File: src/rtl/sync_gate.sv
module sync_gate #(
  parameter int HW = 11,
  parameter int VW = 9
) (
  input  logic          clk,
  input  logic          rst_n,
  input  logic          ext_mode,
  input  logic          hs_pol,
  input  logic          vs_pol,
  input  logic          fid_pol,
  input  logic [HW-1:0] h_min,
  input  logic [VW-1:0] v_min,
  input  logic          hs_in,
  input  logic          vs_in,
  input  logic          fid_in,
  output logic          line_start,
  output logic          field_start,
  output logic          field_odd
);

  logic [2:0]    hs_p, vs_p;
  logic [1:0]    fid_p;
  logic [HW-1:0] h_cnt;
  logic [VW-1:0] v_cnt;
  logic          h_seen, v_seen;

  always_ff @(posedge clk or negedge rst_n)
    if (!rst_n) begin
      hs_p  <= '0;
      vs_p  <= '0;
      fid_p <= '0;
    end else begin
      hs_p  <= {hs_p[1:0], hs_in ^ hs_pol};
      vs_p  <= {vs_p[1:0], vs_in ^ vs_pol};
      fid_p <= {fid_p[0], fid_in ^ fid_pol};
    end

  wire h_edge = hs_p[1] & ~hs_p[2];
  wire v_edge = vs_p[1] & ~vs_p[2];
  wire fid_now = fid_p[1];

  wire h_ok  = !h_seen || (h_cnt >= h_min);
  wire h_acc = ext_mode && h_edge && h_ok;
  wire v_ok  = !v_seen || ((v_cnt >= v_min) && (fid_now != field_odd));
  wire v_acc = ext_mode && v_edge && v_ok;

  always_ff @(posedge clk or negedge rst_n)
    if (!rst_n) begin
      h_cnt  <= '0;
      h_seen <= 1'b0;
    end else if (h_acc) begin
      h_cnt  <= HW'(1);
      h_seen <= 1'b1;
    end else if (h_cnt != '1) begin
      h_cnt  <= h_cnt + 1'b1;
    end

  always_ff @(posedge clk or negedge rst_n)
    if (!rst_n) begin
      v_cnt     <= '0;
      v_seen    <= 1'b0;
      field_odd <= 1'b0;
    end else if (v_acc) begin
      v_cnt     <= h_acc ? VW'(1) : '0;
      v_seen    <= 1'b1;
      field_odd <= fid_now;
    end else if (h_acc && v_cnt != '1) begin
      v_cnt     <= v_cnt + 1'b1;
    end

  always_ff @(posedge clk or negedge rst_n)
    if (!rst_n) begin
      line_start  <= 1'b0;
      field_start <= 1'b0;
    end else begin
      line_start  <= h_acc;
      field_start <= v_acc;
    end

  logic [HW-1:0] a_hgap;
  logic          a_hseen, a_fseen;

  always_ff @(posedge clk or negedge rst_n)
    if (!rst_n) begin
      a_hgap  <= '0;
      a_hseen <= 1'b0;
      a_fseen <= 1'b0;
    end else begin
      if (line_start) begin
        a_hgap  <= HW'(1);
        a_hseen <= 1'b1;
      end else if (a_hgap != '1) begin
        a_hgap  <= a_hgap + 1'b1;
      end
      if (field_start) a_fseen <= 1'b1;
    end

  p_line_pulse_r1: assert property (@(posedge clk) disable iff (!rst_n)
    line_start |=> !line_start);

  p_field_pulse_r1: assert property (@(posedge clk) disable iff (!rst_n)
    field_start |=> !field_start);

  p_line_spacing_r3: assert property (@(posedge clk) disable iff (!rst_n)
    line_start |-> (!a_hseen || a_hgap >= h_min));

  p_parity_alt_r6: assert property (@(posedge clk) disable iff (!rst_n)
    (field_start && a_fseen) |-> (field_odd != $past(field_odd)));

  p_odd_hold_r7: assert property (@(posedge clk) disable iff (!rst_n)
    !field_start |-> $stable(field_odd));

  p_pins_quiet_r9: assert property (@(posedge clk) disable iff (!rst_n)
    $past(!ext_mode) |-> (!line_start && !field_start));

endmodule

File: config.mk
export PLATFORM = sky130hd
export DESIGN_NAME = sync_gate
export DESIGN_NICKNAME = d
export VERILOG_FILES = /design/src/rtl/sync_gate.sv
export SDC_FILE = /design/constraint.sdc
export NUM_CORES = 1
export LEC_CHECK = 0
export ABC_AREA = 0
export ABC_CLOCK_PERIOD_IN_PS = 3700
export BUFFER_PORTS_ARGS = -buffer_cell sky130_fd_sc_hd__buf_2
export CAP_MARGIN = 10
export CORE_MARGIN = 5
export CORE_UTILIZATION = 40
export CTS_CLUSTER_SIZE = 16
export DETAILED_ROUTE_END_ITERATION = 16
export HOLD_SLACK_MARGIN = 0.02
export PLACE_DENSITY = 0.6
export REMOVE_ABC_BUFFERS = 1
export SLEW_MARGIN = 20
export SYNTH_ARGS = -nofsm -noshare
export SYNTH_HDL_FRONTEND = slang
export SYNTH_SLANG_ARGS = --single-unit
File: constraint.sdc
create_clock -name clk -period 3.7 [get_ports clk]
set_input_delay 0.37 -clock clk [delete_from_list [all_inputs] [get_ports clk]]
set_output_delay 0.37 -clock clk [all_outputs]
set_load 0.02 [all_outputs]
==> impl_metrics.py <==
metrics = {
    "floorplanning": {
        "die_w_microns": 80.5,
        "core-area_sq_um": 4790,
        "io_pins": 32,
        "die_area_sq_um": 6490,
        "dieHeight_microns": 80.5,
        "row_count": 25,
        "start_util": 0.416,
    },
    "clock_tree": {
        "clk_pin_slew_ps": 70,
        "htree_levels": 2,
        "cts_setup_buffers": 0,
        "clock-sinks": 33,
        "cts_tree": "yes",
        "cts_buffers": 5,
        "cts-hold-fix-buffers": 0,
        "root_buffer": "clkbuf_8",
        "clkLatencyLatePin_ps": 290,
        "clk_path_buf_depth": 2,
        "cts.repair.resized": 0,
    },
    "setup_path": {
        "crit_chain": "ha_1 -> a21oi_1 -> o21ai_1 -> a211oi_4 -> a21o_4 -> inv_2 -> and3_1 -> nor4_2",
        "cpMaxStageDelayCell": "dfrtp_1",
        "required_ps": 3900,
        "arrival_ps": 2470,
        "crit_fanout": 14,
        "cp_slowest_stage_delay_ps": 440,
        "rrSetupSlack_ps": 1430,
        "critPathLaunchType": "flip-flop",
        "critical_path_class": "flip-flop to flip-flop",
        "end_kind": "flip-flop",
    },
    "place": {
        "dp_hpwl_microns": 2890,
        "placement.io_buffers": 31,
        "place_congestion": 0.811,
        "pre_cts_slack_ps": 1390,
    },
    "synthesis": {
        "synth_top_cell_area_share": 0.415,
        "yosysMostFrequentCell": "dfrtp_1",
        "synth_top_family_by_area": "simple AND/OR/NAND/NOR gates",
        "ys_types": 37,
        "ys_warn_count": 0,
        "synth_area_leader_cell": "dfrtp_1",
        "synthTopCellsByArea": "dfrtp_1 (41%), ha_1 (14%), inv_1 (4.0%)",
        "async_reset_ff_frac": 1.00,
        "synth_xor_area_frac": 0.0704,
        "synthTopCellsByCount": "dfrtp_1 (33), ha_1 (23), inv_1 (21), nor2_1 (20), a21oi_1 (12)",
        "avgSynthCellArea_sq_um": 9.90,
        "synth_adder_area_share": 0.145,
        "syn_area_sq_um": 1990,
        "synth_mux_area_frac": 0.0126,
        "ys_seq_elements": 33,
        "synth_seq_area_share": 0.415,
        "synthFlopType": "dfrtp_1",
        "synth_compound_area_frac": 0.101,
        "synth-edff-count": 0,
        "synthCells": 201,
        "yosys.area_share.simple": 0.207,
    },
    "job": {
        "max_cap_viol_count": 0,
    },
    "power": {
        "internal-power_uw": 794,
        "leakagePower_uw": 0.00122,
        "power.switching_uw": 402,
        "peakVddDrop_mv": 0.277,
        "power_uw": 1200,
        "pwr-share-seq": 0.427,
        "p_per_area_nw_per_um2": 514,
        "sw_frac_of_total": 0.336,
        "pwr-share-clk": 0.283,
        "combPwrFrac": 0.290,
    },
    "detailed_routing": {
        "route.detailed.drc": 0,
        "viasPerCell": 4.95,
        "routedWlPerCell_microns": 12.0,
        "first_pass_iters": 4,
        "ant_nets": 0,
        "vias": 1511,
        "routed_wirelength_microns": 3660,
        "drtIter0Drc": 32,
    },
    "sta": {
        "fin_skew_ps": 7.91,
        "setup_tns_ps": 0,
        "finalWorstSetupSlack_ps": 1430,
        "fin_crit_sh": 0.613,
        "period_needed_ps": 2270,
        "finalMaxSlewViolations": 0,
        "rsz0062_at_grt": "false",
        "setup_viol": 0,
        "fmax_mhz": 441,
        "worst_pin_slew_ps": 712,
        "whs_ps": 131,
        "hold_violations": 0,
        "slew-limit-headroom": 0.526,
    },
    "global_route": {
        "grt_first_pass_wirelength_microns": 6400,
        "grt_pass1_vias": 1434,
        "grt_max_degree": 34,
        "grtUsageTotal": 0.128,
        "antenna_found_initial": 0,
        "grt-ovfl-total": 0,
    },
    "final_layout": {
        "nets": 289,
        "diodes": 0,
        "syn2layout_area_growth_pct": 17.0,
        "drive_above_1_share": 0.197,
        "fin_util": 0.487,
    },
    "outcome": {
        "run_status": "completed",
    },
    "min_path": {
        "hp-class": "primary input to asynchronous set/reset pin",
    },
}
-- state kept, by name (all words and copies together), names as in the netlist --
| register | flops |
|---|---|
| fid_p | 2 |
| line_start | 1 |
| hs_p | 3 |
| h_seen | 1 |
| v_seen | 1 |
| h_cnt | 11 |
| field_start | 1 |
| field_odd | 1 |
| v_cnt | 9 |
| vs_p | 3 |
-- through the flow --
stage,area [sq um],instances
3_3_place_gp,2210,297
6_report,2330,305
5_1_grt,2330,305
2_1_floorplan,1970,199
3_5_place_dp,2210,297
4_1_cts,2330,305
-- area by class of cell --
class	count	area, sq um
fill	477	2460
multi-input combinational	144	1070
clock buffer	5	68.8
inverter	22	82.6
tap	67	83.8
clock inverter	3	46.3
timing repair buffer	31	155
sequential	33	826
-- kinds of logic (layout without fill, tap and decap cells) --
| group | Yosys count | in the layout |
|---|---|---|
| AO/OA/AOI/OAI | 28 | 28 |
| buffers and inverters | 24 | 61 |
| AND/OR/NAND/NOR | 75 | 75 |
| flip-flops | 33 | 33 |
| multiplexers | 2 | 2 |
| XOR/XNOR | 16 | 16 |
| adder cells (fa/ha/maj) | 23 | 23 |
-- critical path, delay by kind of cell, from the launching register on --
family	cells	cell delay [ps]
buffers and inverters	1	110
adders and majority gates	1	310
AOI/OAI and AO/OA	4	880
DFF	1	440
and+or+nand+nor	2	430
-- power by group through the flow --
stage	Clock, uW	Sequential (uW)	Combinational [uW]
final	339	511	347
after floorplan	0	501	265
after detailed placement	0	519	352
after global routing	364	525	415
after global placement	0	516	346
after CTS	347	512	355
-- routing by layer --
metal / GRT usage / wire [microns]
met5: 0 / 0
met4: 0.0355 / 46
met3: 0.0336 / 154
met2: 0.202 / 1650
met1: 0.174 / 1810
-- cell usage in the layout, fill, tap and decap left out, drive strengths merged --
master	instances
ha	23
nor2	20
or2b	1
o211a	2
nand2	10
xor2	9
and3	7
clkbuf	5
a21o	3
nand4	9
dfrtp	33
a21oi	12
a2111oi	1
mux2	1
bufinv	1
nor2b	3
mux2i	1
o21ai	5
clkinvlp	1
inv	22
and4	4
xnor2	7
nor3	2
a211o	1
and2	2
o22ai	1
nor4	1
a221oi	1
clkinv	1
nand2b	4
buf	31
nand3b	4
nand3	8
a211oi	2
-- path summary, 6_finish.rpt --
kind	startpoint	depth (start not counted)	end
worst max-delay path	h_cnt[2]	8	v_cnt[2]
worst min-delay path	rst_n	1	h_cnt[3]
worst max register to register	h_cnt[2]	8	v_cnt[2]
worst min register to register	fid_p[0]	0	fid_p[1]
max in group asynchronous	rst_n	1	field_start
min in group clk	hs_in	2	hs_p[0]
No activity file was read; power rests on OpenSTA's default activity.
